**config.mk**
```make
export PLATFORM = sky130hd
export DESIGN_NAME = wdt_multi
export DESIGN_NICKNAME = d
export VERILOG_FILES = /design/src/rtl/wdt_pkg.sv /design/src/rtl/wdt_decode.sv /design/src/rtl/wdt_counter.sv /design/src/rtl/wdt_channel.sv /design/src/rtl/wdt_multi.sv
export SDC_FILE = /design/constraint.sdc
export NUM_CORES = 1
export LEC_CHECK = 0
export BUFFER_PORTS_ARGS = -buffer_cell sky130_fd_sc_hd__buf_4
export CAP_MARGIN = 30
export CORE_ASPECT_RATIO = 1.2
export CORE_MARGIN = 4
export CORE_UTILIZATION = 40
export CTS_CLUSTER_SIZE = 30
export DETAILED_ROUTE_END_ITERATION = 8
export HOLD_SLACK_MARGIN = 0.06
export PLACE_DENSITY_LB_ADDON = 0.3
export SYNTH_ARGS = -nofsm -noshare
export SYNTH_HDL_FRONTEND = slang
export SYNTH_SLANG_ARGS = --single-unit
export TNS_END_PERCENT = 50
```
**constraint.sdc**
```tcl
create_clock -name clk -period 3 [get_ports clk]
set_input_delay 0.9 -clock clk [delete_from_list [all_inputs] [get_ports clk]]
set_output_delay 0.9 -clock clk [all_outputs]
set_load 0.01 [all_outputs]
```
**src/rtl/wdt_pkg.sv**
```systemverilog
package wdt_pkg;
  // control register bit positions (software visible)
  localparam int CTL_WARN_EN   = 0;
  localparam int CTL_WARN_STAT = 1;
  localparam int CTL_ARM       = 2;
  localparam int CTL_W         = 3;

  // per-channel register window
  localparam int NUM_REGS      = 4;
  localparam int WIN_LOG2      = 4;

  typedef enum logic [1:0] {
    REG_COUNT = 2'd0,
    REG_LIMIT = 2'd1,
    REG_WARN  = 2'd2,
    REG_CTL   = 2'd3
  } wdt_reg_e;
endpackage

```
**src/rtl/wdt_decode.sv**
```systemverilog
module wdt_decode
  import wdt_pkg::*;
#(
  parameter int ADDR_W = 6,
  parameter int NUM_CH = 3,
  parameter logic [NUM_CH-1:0] WARN_MASK = '1
) (
  input  logic [ADDR_W-1:0]                   addr,
  input  logic                                wr_en,
  output logic                                hit,
  output logic [ADDR_W-WIN_LOG2-1:0]          ch_idx,
  output wdt_reg_e                            reg_sel,
  output logic [NUM_CH-1:0][NUM_REGS-1:0]     wr_vec
);
  localparam int CHF_W = ADDR_W - WIN_LOG2;

  logic aligned;
  logic ch_ok;
  logic warn_ok;

  assign ch_idx  = addr[ADDR_W-1:WIN_LOG2];
  assign reg_sel = wdt_reg_e'(addr[WIN_LOG2-1:2]);
  assign aligned = (addr[1:0] == 2'b00);
  assign ch_ok   = (int'(ch_idx) < NUM_CH);

  always_comb begin
    warn_ok = 1'b0;
    for (int c = 0; c < NUM_CH; c++) begin
      if (ch_idx == CHF_W'(c)) warn_ok = WARN_MASK[c];
    end
  end

  assign hit = aligned && ch_ok && ((reg_sel != REG_WARN) || warn_ok);

  for (genvar c = 0; c < NUM_CH; c++) begin : g_ch
    for (genvar r = 0; r < NUM_REGS; r++) begin : g_reg
      assign wr_vec[c][r] = wr_en && hit && (ch_idx == CHF_W'(c)) &&
                            (reg_sel == wdt_reg_e'(r));
    end
  end
endmodule

```
**src/rtl/wdt_counter.sv**
```systemverilog
module wdt_counter #(
  parameter int CNT_W = 32
) (
  input  logic             clk,
  input  logic             rst_n,
  input  logic             tick,
  input  logic             load,
  input  logic [CNT_W-1:0] load_val,
  output logic [CNT_W-1:0] cnt_o
);
  // software load has priority over the tick increment; natural wrap
  always_ff @(posedge clk) begin
    if (!rst_n)      cnt_o <= '0;
    else if (load)   cnt_o <= load_val;
    else if (tick)   cnt_o <= cnt_o + CNT_W'(1);
  end
endmodule

```
**src/rtl/wdt_channel.sv**
```systemverilog
module wdt_channel
  import wdt_pkg::*;
#(
  parameter int CNT_W    = 32,
  parameter bit HAS_WARN = 1'b0
) (
  input  logic             clk,
  input  logic             rst_n,
  input  logic             tick,
  input  logic             wr_cnt,
  input  logic             wr_lim,
  input  logic             wr_warn,
  input  logic             wr_ctl,
  input  logic [CNT_W-1:0] wdata,
  output logic [CNT_W-1:0] cnt_o,
  output logic [CNT_W-1:0] lim_o,
  output logic [CNT_W-1:0] warn_o,
  output logic [CTL_W-1:0] ctl_o,
  output logic             expire_o,
  output logic             irq_o
);
  logic arm_q;
  logic expire_q;

  wdt_counter #(.CNT_W(CNT_W)) u_cnt (
    .clk      (clk),
    .rst_n    (rst_n),
    .tick     (tick),
    .load     (wr_cnt),
    .load_val (wdata),
    .cnt_o    (cnt_o)
  );

  always_ff @(posedge clk) begin
    if (!rst_n)      lim_o <= '1;
    else if (wr_lim) lim_o <= wdata;
  end

  always_ff @(posedge clk) begin
    if (!rst_n)      arm_q <= 1'b0;
    else if (wr_ctl) arm_q <= wdata[CTL_ARM];
  end

  // sticky expiry request, cleared only by the block reset
  always_ff @(posedge clk) begin
    if (!rst_n)                          expire_q <= 1'b0;
    else if (arm_q && (cnt_o >= lim_o))  expire_q <= 1'b1;
  end
  assign expire_o = expire_q;

  if (HAS_WARN) begin : g_warn
    logic [CNT_W-1:0] warn_q;
    logic             wen_q;
    logic             wstat_q;
    logic             warn_hit;

    always_ff @(posedge clk) begin
      if (!rst_n)       warn_q <= '1;
      else if (wr_warn) warn_q <= wdata;
    end

    always_ff @(posedge clk) begin
      if (!rst_n)      wen_q <= 1'b0;
      else if (wr_ctl) wen_q <= wdata[CTL_WARN_EN];
    end

    assign warn_hit = wen_q && (cnt_o >= warn_q);

    // set wins over a write-one clear in the same cycle
    always_ff @(posedge clk) begin
      if (!rst_n)                               wstat_q <= 1'b0;
      else if (warn_hit)                        wstat_q <= 1'b1;
      else if (wr_ctl && wdata[CTL_WARN_STAT])  wstat_q <= 1'b0;
    end

    assign warn_o = warn_q;
    assign irq_o  = wstat_q;
    assign ctl_o  = {arm_q, wstat_q, wen_q};
  end else begin : g_nowarn
    logic unused_warn_wr;
    assign unused_warn_wr = wr_warn;
    assign warn_o = '0;
    assign irq_o  = 1'b0;
    assign ctl_o  = {arm_q, 2'b00};
  end
endmodule

```
**src/rtl/wdt_multi.sv**
```systemverilog
module wdt_multi
  import wdt_pkg::*;
#(
  parameter int ADDR_W = 6,
  parameter int CNT_W  = 32,
  parameter int NUM_CH = 3,
  parameter logic [NUM_CH-1:0] WARN_MASK  = 3'b001,
  parameter logic [NUM_CH-1:0] RECOV_MASK = 3'b001
) (
  input  logic              clk,
  input  logic              rst_n,
  input  logic              tick,
  input  logic              wr_en,
  input  logic [ADDR_W-1:0] addr,
  input  logic [CNT_W-1:0]  wdata,
  output logic [CNT_W-1:0]  rdata,
  output logic              irq,
  output logic              recovery_rst,
  output logic              system_rst
);
  localparam int CHF_W = ADDR_W - WIN_LOG2;

  logic                               hit;
  logic [CHF_W-1:0]                   ch_idx;
  wdt_reg_e                           reg_sel;
  logic [NUM_CH-1:0][NUM_REGS-1:0]    wr_vec;

  logic [NUM_CH-1:0][CNT_W-1:0]       cnt_q;
  logic [NUM_CH-1:0][CNT_W-1:0]       lim_q;
  logic [NUM_CH-1:0][CNT_W-1:0]       warn_q;
  logic [NUM_CH-1:0][CTL_W-1:0]       ctl_q;
  logic [NUM_CH-1:0]                  expire;
  logic [NUM_CH-1:0]                  irq_vec;

  wdt_decode #(
    .ADDR_W    (ADDR_W),
    .NUM_CH    (NUM_CH),
    .WARN_MASK (WARN_MASK)
  ) u_dec (
    .addr    (addr),
    .wr_en   (wr_en),
    .hit     (hit),
    .ch_idx  (ch_idx),
    .reg_sel (reg_sel),
    .wr_vec  (wr_vec)
  );

  for (genvar c = 0; c < NUM_CH; c++) begin : g_chan
    wdt_channel #(
      .CNT_W    (CNT_W),
      .HAS_WARN (WARN_MASK[c])
    ) u_chan (
      .clk      (clk),
      .rst_n    (rst_n),
      .tick     (tick),
      .wr_cnt   (wr_vec[c][REG_COUNT]),
      .wr_lim   (wr_vec[c][REG_LIMIT]),
      .wr_warn  (wr_vec[c][REG_WARN]),
      .wr_ctl   (wr_vec[c][REG_CTL]),
      .wdata    (wdata),
      .cnt_o    (cnt_q[c]),
      .lim_o    (lim_q[c]),
      .warn_o   (warn_q[c]),
      .ctl_o    (ctl_q[c]),
      .expire_o (expire[c]),
      .irq_o    (irq_vec[c])
    );
  end

  always_comb begin
    rdata = '0;
    for (int c = 0; c < NUM_CH; c++) begin
      if (hit && (ch_idx == CHF_W'(c))) begin
        unique case (reg_sel)
          REG_COUNT: rdata = cnt_q[c];
          REG_LIMIT: rdata = lim_q[c];
          REG_WARN:  rdata = warn_q[c];
          REG_CTL:   rdata = CNT_W'(ctl_q[c]);
          default:   rdata = '0;
        endcase
      end
    end
  end

  assign irq          = |irq_vec;
  assign recovery_rst = |(expire & RECOV_MASK);
  assign system_rst   = |(expire & ~RECOV_MASK);
endmodule

```
## Word-level counts from Yosys, hierarchy flattened

Cells that the tools add are included.

- Word-level logic and storage cells: 79
- Output and inout port bits: 35
- Bits of input ports: 42
- Flip-flop bits (word level): 232

- Equality and inequality tests: 6
- Mux-type cells: 17
- Add/sub/neg operators: 3
- Order comparisons: 5
- Reduce and logical (&&, ||, !) cells: 33

Operators with widths:

| cell | number |
|---|---|
| $pmux 32 s4 | 3 |
| $mux 32 | 9 |
| $ge 32x32->1 | 4 |
| $add 32x1->32 const B | 3 |
| $logic_and 1x1->1 | 24 |
| $reduce_bool 2->1 | 4 |
| $eq 2x2->1 const B | 3 |
| $logic_not 2->1 | 3 |
| $mux 1 | 5 |
| $eq 2x1->1 const B | 2 |
| $lt 2x2->1 const B | 1 |
| $ne 2x2->1 const B | 1 |
| $reduce_or 2->1 | 1 |
| $logic_or 1x1->1 | 1 |

## Depth between registers and ports, before layout

Gate-level depths: netlist (run 1).

- Depth in word-level cells: 12
- Mapped depth: 8
- Depth with buffers taken out: 8

## Cells and area by module

Synthesis (run 1) repeated with hierarchy kept, for this count alone.

- Cell total of the unflattened synthesis: 2021
- Area total of the unflattened synthesis: 16718.5 µm²

By module, submodules not included:

| module | seq. area each (µm²) | cells an instance | area an instance (µm²) | instances |
|---|---|---|---|---|
| wdt_counter | 640.6 | 236 | 1860.5 | 3 |
| wdt_channel at g_chan[1].u_chan ... | 680.7 | 261 | 2195.9 | 2 |
| wdt_channel at g_chan[0].u_chan | 1361.3 | 452 | 3856.2 | 1 |
| wdt_multi | 0.0 | 312 | 2716.4 | 1 |
| wdt_decode | 0.0 | 27 | 172.7 | 1 |

## Worst setup path after synthesis (run 1)

Ideal clock, no wire load.

- Path type: input to output
- Start: input port addr[2]
- End: output port rdata[0]
- Path buffers: 3
- Required time: 2100 ps
- Stages on the path: 5
- Slack: -314 ps
- Arrival time: 2414 ps
- Cells stage by stage: clkbuf_1 > buf_2 > buf_1 > mux2i_1 > o31ai_1

- Word-level cells in the longest chain between the ends: 7
- Elaborated cells between the ends (all ways): 16
- Classes of those cells: eq/ne: 4; mux: 6; reduce/logical: 6

RTL lines:

| what | line | text |
|---|---|---|
| start, declared | wdt_multi.sv:14 | `input logic [ADDR_W-1:0] addr,` |
| branches (longest 6 deep; another with $pmux 32 s4) | -- |  |
| $mux 32 * | wdt_multi.sv:73 | `if (hit && (ch_idx == CHF_W'(c))) begin` |
| end, declared | wdt_multi.sv:16 | `output logic [CNT_W-1:0] rdata,` |

Mark *: on every way between the ends.

## Worst setup path after layout (run 1)

- Start: input port addr[3]
- End: output port rdata[2]

Same word-level chain as after synthesis.

==> impl_metrics.toml, run 1 <==
[hold_path]
hold_path.class = "flop to flop"
worstHoldStart = "g_chan[2].u_chan.lim_o[0]"
holdPathStages = 2

[final_layout]
seq_area_mm2 = 0.004644
fill_cells = 3421
finish.utilization_pct = 48.59
multiInputGateArea_mm2 = 0.009156
drive_gt1_share_pct = 14.59
area_delta_synth_final_pct = 19.77
num_antenna_cells = 0
final_nets = 2044

[critical_path]
crit_slowest_cell = "mux4_2"
cp_common_cell = "buf_6"
required_ns = 2.10
critPathLaunch = "addr[3]"
cp_max_fo = 7
path_cells = "buf_8 > buf_4 > buf_12 > mux4_2 > a22oi_2 > o21ai_2 > buf_6 > buf_6"
cpPeakStageDelay_ns = 0.53
cp-end-kind = "output port"
startpoint_type = "input pin"
timing.rr.start = "g_chan[1].u_chan.u_cnt.cnt_o[0]"
r2r_cells = 6
crit_type = "input pin to output port"
critPathArrivalTime_ns = 2.28

[detailed_routing]
viasPerCell = 5.766
ant_nets = 0
post-route-drc-count = 0
drt_iter0_drc = 1136
vias = 13610
drt-pass1-iter-count = 5
wl_per_cell_um = 20.69
routed_wl_um = 48840

[clock_network]
clockBufferDepth = 3
cts.clk_slew.worst_paths_ns = 0.06
cts_root_buf = "clkbuf_16"
cts_tree = "done"
htree_levels = 1
cts_sinks = 232
cts_made_buffers = 27
worstSkewPairLatency_ns = 0.56

[sta]
finalSetupViolCount = 32
finClkSkew_ns = 0.01483
min_period_over_period_pct = 105.9
grt_setup_unrepaired = "true"
setup_slack_ns = -0.1768
slew_violations = 0
slew_headroom_pct = 48.35
max_freq_ghz = 0.3148
fin_crit_ns = 3.177
worst_slew_pin_slew_ns = 0.7677
finalHoldViolCount = 0

[synth]
ys_async_sr_fraction_pct = 0
syn_inst = 1782
synth-edff-count = 0
yosys_warnings = 0
ys_seq_area_share_pct = 31.85
synthTopCellsByArea = "dfxtp_1 (32%), ha_1 (11%), mux2i_1 (6.9%), o211ai_1 (6.6%), nand2_1 (5.0%)"
synthTopCellsByCount = "dfxtp_1 (232), nand2_1 (193), inv_1 (141)"
synth.most_common_cell = "dfxtp_1"
synth.top_cell.area_share_pct = 31.85
avgSynthCellArea_um2 = 8.183
netlist.top_cell.by_area = "dfxtp_1"
ys_types = 58
syn-num-nets = 1955
synth-seq-cells = 232
synthesis.area_mm2 = 0.01458
synthFlopType = "dfxtp_1"

[global_route]
grt_overflow = 0
grt_pass1_vias = 13080
grt_usage_pct = 24.05
antenna_found_initial = 1
grt_pass1_wl_um = 75890
grt_max_degree = 76

[place]
routabilityCongestion = 0.9408
portBuffers = 76
dp_hpwl_um = 35770

[floorplanning]
die_y_um = 217.2
rows = 76
die_area_mm2 = 0.03959
die_x_um = 182.3
initial_core_util_pct = 40.57
ioPinCount = 77
core_mm2 = 0.03594

[run_status]
status = "finished with violations"
violations = "negative setup slack"

[power]
power.density_mw_per_mm2 = 415.6
peakVddDrop_uv = 321.6
power_mw = 7.258
p_leak_nw = 8.187

[flow_run]
maxCapViolCount = 0
per-layer routing:
layer / wire, µm / track usage [%]
met5: 13 / 0
met3: 3099 / 3.210
met2: 22630 / 39.05
met1: 21010 / 32.24
met4: 2090 / 10.01
worst max-delay path, delay by kind of cell:
kind,cells,cell delay (ns)
compound gates,2,0.30
buf+inv,5,0.54
mux,1,0.53
placed cells by master, fill, tap and decap left out, types with 4 or more instances in the layout:
| cell | count |
|---|---|
| a21oi_1 | 103 |
| nand3b_1 | 4 |
| nor2_4 | 6 |
| nor4_1 | 7 |
| clkbuf_8 | 10 |
| and2_1 | 6 |
| nand3_1 | 36 |
| nand4_1 | 49 |
| a21oi_2 | 4 |
| nand2_1 | 190 |
| nor2b_1 | 7 |
| buf_4 | 135 |
| and3_1 | 14 |
| nand2b_1 | 10 |
| nor3_1 | 12 |
| clkbuf_1 | 5 |
| o22ai_1 | 32 |
| inv_1 | 140 |
| o31ai_1 | 24 |
| a211oi_1 | 58 |
| a311oi_1 | 5 |
| o31ai_2 | 7 |
| and4_1 | 10 |
| o21ai_0 | 61 |
| nor2_1 | 121 |
| ha_1 | 131 |
| or2_2 | 4 |
| clkbuf_16 | 27 |
| o211ai_1 | 128 |
| xnor2_1 | 36 |
| buf_6 | 11 |
| buf_12 | 22 |
| or3_1 | 8 |
| dfxtp_1 | 232 |
| a21o_1 | 15 |
| mux2i_1 | 97 |
| xor2_1 | 50 |
| nor2_2 | 5 |
logic make-up (layout without fill, tap and decap cells):
group                    after synthesis  count (layout)  share of synthesized area (%)
AO/OA/AOI/OAI                        463             463                          20.83
adder cells (fa/ha/maj)              131             131                          11.24
AND/OR/NAND/NOR                      514             514                          16.71
multiplexers                         104             104                          7.396
XOR/XNOR                              86              86                          5.165
flip-flops                           232             232                          31.85
buffers and inverters                252             362                          6.804
registers in the layout, summed over array words and instances (netlist names):
| register | count |
|---|---|
| g_chan.u_chan.irq_o | 1 |
| g_chan.u_chan.g_warn.wen_q | 1 |
| g_chan.u_chan.expire_o | 3 |
| g_chan.u_chan.arm_q | 3 |
| g_chan.u_chan.lim_o | 96 |
| g_chan.u_chan.u_cnt.cnt_o | 96 |
| g_chan.u_chan.warn_o | 32 |
through the flow:
step           instances  worst slack [ns]  hold WS [ns]  setup TNS [ns]  instance area [µm²]
2_1_floorplan       1782         -0.001750        0.4722        -0.01575                14610
3_3_place_gp        2305           -0.3572        0.5040          -7.213                16270
3_5_place_dp        2305           -0.3939        0.5084          -8.728                16270
4_1_cts             2359           -0.2340        0.5227          -5.429                17350
5_1_grt             2360           -0.2367        0.5406          -6.086                17470
6_report            2360           -0.1768        0.5199          -3.809                17470
final timing paths:
check,slack (ns),to
setup reg to reg,0.37,g_chan[1].u_chan.u_cnt.cnt_o[26]
hold / removal,0.52,g_chan[2].u_chan.lim_o[0]
setup / recovery,-0.18,rdata[2]
hold reg to reg,0.52,g_chan[2].u_chan.lim_o[0]
area by class of cell:
type | instances | share of cell area, %
Clock buffer | 42 | 4.764
Clock inverter | 8 | 0.4442
Timing Repair Buffer | 171 | 9.392
Multi-Input combinational cell | 1298 | 52.42
Inverter | 141 | 3.030
Tap cell | 468 | 3.353
Sequential cell | 232 | 26.59
timing repair:
| item | in CTS | in global routing |
|---|---|---|
| setup endpoints to repair | 32 | 32 |
| gates cloned | 2 | 0 |
| buffers inserted | 4 | 1 |
| hold buffers | 0 | 0 |
| pin swaps | 9 | 1 |
| gates resized for setup | 31 | 27 |
power by group:
part / total, mW / internal [mW] / switching (mW)
clock network: 3.40 / 1.99 / 1.41
registers: 3.15 / 3.11 / 0.0390
logic: 0.704 / 0.279 / 0.426
total: 7.26 / 5.38 / 1.88
Note: power is estimated with default switching activity, not from simulation.
==> run 2, diff against run 1 <==
--- a/config.mk
+++ b/config.mk
@@ -13,7 +13,7 @@
 export CTS_CLUSTER_SIZE = 30
 export DETAILED_ROUTE_END_ITERATION = 8
 export HOLD_SLACK_MARGIN = 0.06
-export PLACE_DENSITY_LB_ADDON = 0.3
+export PLACE_DENSITY = 0.69
 export SYNTH_ARGS = -nofsm -noshare
 export SYNTH_HDL_FRONTEND = slang
 export SYNTH_SLANG_ARGS = --single-unit
==> run 2 against run 1 <==
The run still ends with negative setup slack left. Final area increased by 1.8%. Register-to-register slack gained 0.09 ns. Sequential share of layout area fell by 0.48 points. Clock-buffer cell count down 8. Critical path depth increased by 1. Critical path type unchanged. Critical endpoint is now rdata[30].
==> impl_metrics.toml, run 2 (synthesis results as in run 1) <==
[place]
dp_hpwl_um = 34220
portBuffers = 76
routabilityCongestion = 0.9015
dp_slack_ns = -0.4064

[floorplanning]
initial_core_util_pct = 40.57
die_y_um = 217.2
die_area_mm2 = 0.03959
core_mm2 = 0.03594
ioPinCount = 77
rows = 76
die_x_um = 182.3

[sta]
hold_slack_ns = 0.5216
max_freq_ghz = 0.3076
setup_slack_ns = -0.2505
worst_slew_pin_slew_ns = 0.6484
finalHoldViolCount = 0
grt_setup_unrepaired = "true"
finalSetupViolCount = 32
min_period_over_period_pct = 108.3
slew_headroom_pct = 56.38
finClkSkew_ns = 0.01162
fin_crit_ns = 3.250
slew_violations = 0

[global_route]
grt_pass1_vias = 13460
grt_overflow = 0
grt_usage_pct = 23.45
grt_pass1_wl_um = 75280
antenna_found_initial = 0
grt_max_degree = 91

[critical_path]
cp_max_fo = 5
critPathLaunch = "addr[3]"
required_ns = 2.10
r2r_cells = 6
cp-end-kind = "output port"
crit_end = "rdata[30]"
worstReg2RegEnd = "g_chan[1].u_chan.u_cnt.cnt_o[26]"
timing.rr.start = "g_chan[1].u_chan.u_cnt.cnt_o[1]"
startpoint_type = "input pin"
crit_slowest_cell = "nor4_4"
path_cells = "buf_8 > nor2b_4 > nor4_4 > nand2b_4 > buf_12 > buf_16 > o32a_1 > o21ai_1 > buf_4"
cpPeakStageDelay_ns = 0.33
crit_type = "input pin to output port"
critPathArrivalTime_ns = 2.35
ff2ff_setup_slack_ns = 0.46

[clock_network]
hold_buffers = 0
htree_levels = 1
cts_sinks = 232
cts_tree = "done"
worstSkewPairLatency_ns = 0.53
cts_made_buffers = 25
clockBufferDepth = 3
cts_root_buf = "clkbuf_16"
cts.clk_slew.worst_paths_ns = 0.05

[final_layout]
final_common_cell = "dfxtp_1"
area_delta_synth_final_pct = 21.96
drive_gt1_share_pct = 16.99
final_nets = 2044
finish.utilization_pct = 49.48
num_antenna_cells = 0
layout_common_cells = "dfxtp_1 (232), nand2_1 (190), inv_1 (140)"

[detailed_routing]
drt_iter0_drc = 1019
post-route-drc-count = 0
vias = 13850
wl_per_cell_um = 20.57
viasPerCell = 5.874
ant_nets = 0
drt-pass1-iter-count = 6
routed_wl_um = 48480

[power]
p_leak_nw = 8.255
peakVddDrop_uv = 241.8
power.density_mw_per_mm2 = 415.6

[hold_path]
worstHoldStart = "g_chan[2].u_chan.lim_o[10]"
hold_path.class = "flop to flop"

[run_status]
violations = "negative setup slack"
status = "finished with violations"

[flow_run]
maxCapViolCount = 0
-- run 2: cell types whose count changed in the layout (fill, tap and decap cells not counted), moves of 3 or more --
cell	previous run	this run
a21oi_1	103	91
a21oi_2	4	16
bufinv_16	1	5
clkbuf_1	5	2
clkbuf_8	10	7
mux2i_2	3	6
nor2_1	121	100
nor2_4	6	25
o31ai_1	24	13
o31ai_2	7	17
-- run 2: through the flow --
step | TNS (ns) | instance area, µm² | power, mW | cells
after floorplan | -0.01575 | 14610 | 3.547 | 1782
after global placement | -7.324 | 16210 | 3.878 | 2302
after detailed placement | -6.683 | 16210 | 3.886 | 2302
after CTS | -4.938 | 17520 | 7.385 | 2355
after global routing | -6.776 | 17780 | 7.579 | 2357
final | -5.744 | 17780 | 7.392 | 2357
-- run 2: worst min path at each step --
| stage | slack, ns | cells after the start | endpoint |
|---|---|---|---|
| 2_1_floorplan | 0.47 | 2 | g_chan[0].u_chan.g_warn.wen_q |
| 3_3_place_gp | 0.50 | 2 | g_chan[1].u_chan.lim_o[0] |
| 3_5_place_dp | 0.51 | 2 | g_chan[0].u_chan.g_warn.wen_q |
| 4_1_cts | 0.52 | 2 | g_chan[2].u_chan.lim_o[10] |
| 5_1_grt | 0.55 | 2 | g_chan[2].u_chan.lim_o[16] |
| 6_report | 0.52 | 2 | g_chan[2].u_chan.lim_o[10] |
-- run 2: worst max-delay path, delay by kind of cell --
family          cells  cell delay (ns)
simple gates        3             0.60
buf+inv             4             0.56
compound gates      2             0.28
-- run 2: layout make-up --
type	count	area, µm²
Clock buffer	34	729.5
Clock inverter	11	191.4
Fill cell	3331	18160
Inverter	141	529.3
Multi-Input combinational cell	1298	9422
Sequential cell	232	4644
Tap cell	468	585.6
Timing Repair Buffer	173	1683
-- run 2: metal layers --
layer / track usage [%] / vias up / wire length [µm]
li1: - / 6599 / -
met2: 39.99 / 497 / 23330
met5: 0 / - / 0
met3: 2.641 / 125 / 2772
met1: 30.16 / 6625 / 20230
met4: 9.735 / 0 / 2149
-- run 2: where the power goes --
part | total, mW | internal, mW | switching [mW]
sequential | 3.15 | 3.11 | 0.0382
combinational | 0.749 | 0.294 | 0.454
clock | 3.49 | 2.14 | 1.36
-- run 2: repair_timing --
item | 4_1_cts | 5_1_grt
pin swaps | 10 | 15
setup buffers | 5 | 3
hold endpoints to repair | 0 | 0
endpoints found under the setup margin | 32 | 32
gates resized for setup | 68 | 61
cloned | 3 | 1
==> run 3, diff against run 2 <==
--- a/config.mk
+++ b/config.mk
@@ -5,15 +5,16 @@
 export SDC_FILE = /design/constraint.sdc
 export NUM_CORES = 1
 export LEC_CHECK = 0
-export BUFFER_PORTS_ARGS = -buffer_cell sky130_fd_sc_hd__buf_4
+export ABC_AREA = 1
 export CAP_MARGIN = 30
 export CORE_ASPECT_RATIO = 1.2
 export CORE_MARGIN = 4
 export CORE_UTILIZATION = 40
 export CTS_CLUSTER_SIZE = 30
 export DETAILED_ROUTE_END_ITERATION = 8
+export DONT_BUFFER_PORTS = 1
 export HOLD_SLACK_MARGIN = 0.06
-export PLACE_DENSITY = 0.69
+export PLACE_DENSITY = 0.67
 export SYNTH_ARGS = -nofsm -noshare
 export SYNTH_HDL_FRONTEND = slang
 export SYNTH_SLANG_ARGS = --single-unit
==> constraint.sdc (replaced) <==
create_clock -name clk -period 2.6 [get_ports clk]
set_input_delay 0.78 -clock clk [delete_from_list [all_inputs] [get_ports clk]]
set_output_delay 0.78 -clock clk [all_outputs]
set_load 0.01 [all_outputs]
==> run 3 against run 2 <==
The flow still finishes with violations (negative setup slack). Non-clock buffer count fell by 35. Register-to-register slack improved by 0.05 ns. Worst setup slack improved by 0.21 ns. Critical endpoint is now rdata[15]. Die area rose by 9.8%. Final cell count rose by 32%. Via count rose by 26%. Largest power group unchanged. Total power rose by 17%. Wire length rose by 45%. Utilization fell by 1.5 points.
==> impl_metrics.toml, run 3 <==
[run_status]
status = "finished with violations"
violations = "negative setup slack"

[critical_path]
path_cells = "inv_1 > nand2_4 > buf_12 > buf_12 > o22ai_1 > a22oi_1 > nand2_1"
required_ns = 1.82
critPathArrivalTime_ns = 1.86
cpPeakStageDelay_ns = 0.23
crit_slowest_cell = "a22oi_1"
cp-end-kind = "output port"
startpoint_type = "input pin"
cp_max_fo = 21
critPathTopFamily = "buffers and inverters"
cp_num_buf_inv = 3
cp_common_cell = "buf_12"
crit_type = "input pin to output port"

[detailed_routing]
drt_iter0_drc = 1665
ant_nets = 0
drt-pass1-iter-count = 6
vias = 17500
wl_per_cell_um = 22.63
post-route-drc-count = 0
routed_wl_um = 70310
viasPerCell = 5.632

[final_layout]
num_antenna_cells = 0
stdcell_count = 3107
multiInputGateArea_mm2 = 0.009945
drive_gt1_share_pct = 11.19
fin_area_mm2 = 0.01905
layout_common_cells = "nand2_1 (638), inv_1 (357), dfxtp_1 (227)"
seq_area_mm2 = 0.004651
finish.utilization_pct = 47.94
fill_cells = 4144
final_nets = 2727
area_delta_synth_final_pct = 18.54
final_common_cell = "nand2_1"

[global_route]
grt_usage_pct = 31.42
grt_max_degree = 122
use_met3_pct = 5.767
grt_pass1_wl_um = 103000
grt_pass1_vias = 16560
top_usage_layer = "met2"
antenna_found_initial = 0
use_met1_pct = 37.73
grtUsageMet2_pct = 51.75
grt_overflow = 0

[synth]
ys_types = 41
syn-num-nets = 2662
synth.most_common_cell = "nand2_1"
synth-edff-count = 0
yosys_warnings = 0
synth-seq-cells = 232
netlist.top_cell.by_area = "dfxtp_1"
synthFlopType = "dfxtp_1"
ys_async_sr_fraction_pct = 0
synthesis.area_mm2 = 0.01607
syn_inst = 2489
synthTopCellsByArea = "dfxtp_1 (29%), nand2_1 (15%), ha_1 (10%), inv_1 (8.5%), a21oi_1 (5.5%)"
synth.top_cell.area_share_pct = 28.90
ys_seq_area_share_pct = 28.90
avgSynthCellArea_um2 = 6.457
synthTopCellsByCount = "nand2_1 (655), inv_1 (364), dfxtp_1 (232)"

[sta]
setup_slack_ns = -0.03889
grt_setup_unrepaired = "true"
slew_violations = 0
min_period_over_period_pct = 101.5
slew_headroom_pct = 52.72
finClkSkew_ns = 0.01934
worst_slew_pin_slew_ns = 0.7084
fin_crit_ns = 2.639
max_freq_ghz = 0.3789
finalHoldViolCount = 0
finalSetupViolCount = 9

[place]
post_dp_cell_area_mm2 = 0.01743
portBuffers = 0
routabilityCongestion = 1.021
dp_hpwl_um = 53990
place_inst = 3045

[clock_network]
clockBufferDepth = 3
cts_made_buffers = 28
cts.clk_slew.worst_paths_ns = 0.06
worstSkewPairLatency_ns = 0.57
cts_root_buf = "clkbuf_16"
htree_levels = 1
cts_tree = "done"
cts_sinks = 232
hold_buffers = 0

[power]
peakVddDrop_uv = 437.9
power.density_mw_per_mm2 = 453.8
p_leak_nw = 9.643

[floorplanning]
core_mm2 = 0.03974
ioPinCount = 77
die_x_um = 191.0
rows = 80
initial_core_util_pct = 40.44
die_area_mm2 = 0.04346
die_y_um = 227.6

[flow_run]
maxCapViolCount = 0

[hold_path]
hold_path.class = "input pin to flop"
run 3: changes by cell type after synthesis, sizes merged, moves of 34 or more:
| cell | delta |
|---|---|
| nor2 | +95 |
| o21ai | +81 |
| nand2 | +468 |
| xnor2 | -34 |
| a21oi | +69 |
| o211ai | -59 |
| a211oi | -51 |
| inv | +230 |
| mux2i | -101 |
| o22ai | +60 |
| nand3 | +56 |
run 3: per-stage QoR:
stage	hold slack, ns	worst slack [ns]	TNS (ns)	power, mW
3_3_place_gp	0.4455	-0.2020	-1.940	4.313
4_1_cts	0.3197	-0.02470	-0.08478	8.654
6_report	0.3359	-0.03889	-0.1669	8.645
5_1_grt	0.3181	-0.08434	-0.6819	8.901
3_5_place_dp	0.4558	-0.2272	-2.619	4.319
2_1_floorplan	0.4354	0.03702	0	4.053
run 3: path summary, 6_finish.rpt:
path	from	to	slack [ns]	cells after the start
hold reg to reg	g_chan[1].u_chan.expire_o	g_chan[1].u_chan.expire_o	0.47	2
setup reg to reg	g_chan[1].u_chan.u_cnt.cnt_o[1]	g_chan[1].u_chan.u_cnt.cnt_o[26]	0.51	10
hold / removal	wdata[23]	g_chan[0].u_chan.warn_o[23]	0.34	2
setup / recovery	addr[3]	rdata[15]	-0.04	7
run 3: cells by family after synthesis:
kind of cell | after synthesis | synth area share [%]
compound gates | 544 | 19.82
xor+xnor | 53 | 2.888
fa+ha+maj | 131 | 10.20
buf+inv | 477 | 11.51
flops | 232 | 28.90
simple gates | 1052 | 26.69
run 3: per-layer routing:
metal / wire length, µm / vias to the layer above
li1: - / 8326
met1: 26490 / 8117
met2: 31820 / 815
met3: 6225 / 241
met4: 5764 / 0
met5: 0 / -
run 3: cell type report:
type                            instances  share of cell area, %
Clock buffer                           36                  4.105
Timing Repair Buffer                  138                  7.250
Sequential cell                       232                  24.41
Multi-Input combinational cell       1781                  52.20
Tap cell                              533                  3.500
Inverter                              373                  7.441
Clock inverter                         14                  1.097
run 3: timing repair:
action | CTS | global route
endpoints found under the setup margin | 29 | 32
pin swaps | 14 | 19
gates cloned | 4 | 1
setup buffers | 7 | 0
resized for setup | 61 | 57
run 3: power by group:
part | switching, mW | total, mW | internal [mW]
Sequential | 0.0284 | 3.61 | 3.58
Clock | 1.69 | 4.30 | 2.61
Combinational | 0.467 | 0.733 | 0.266
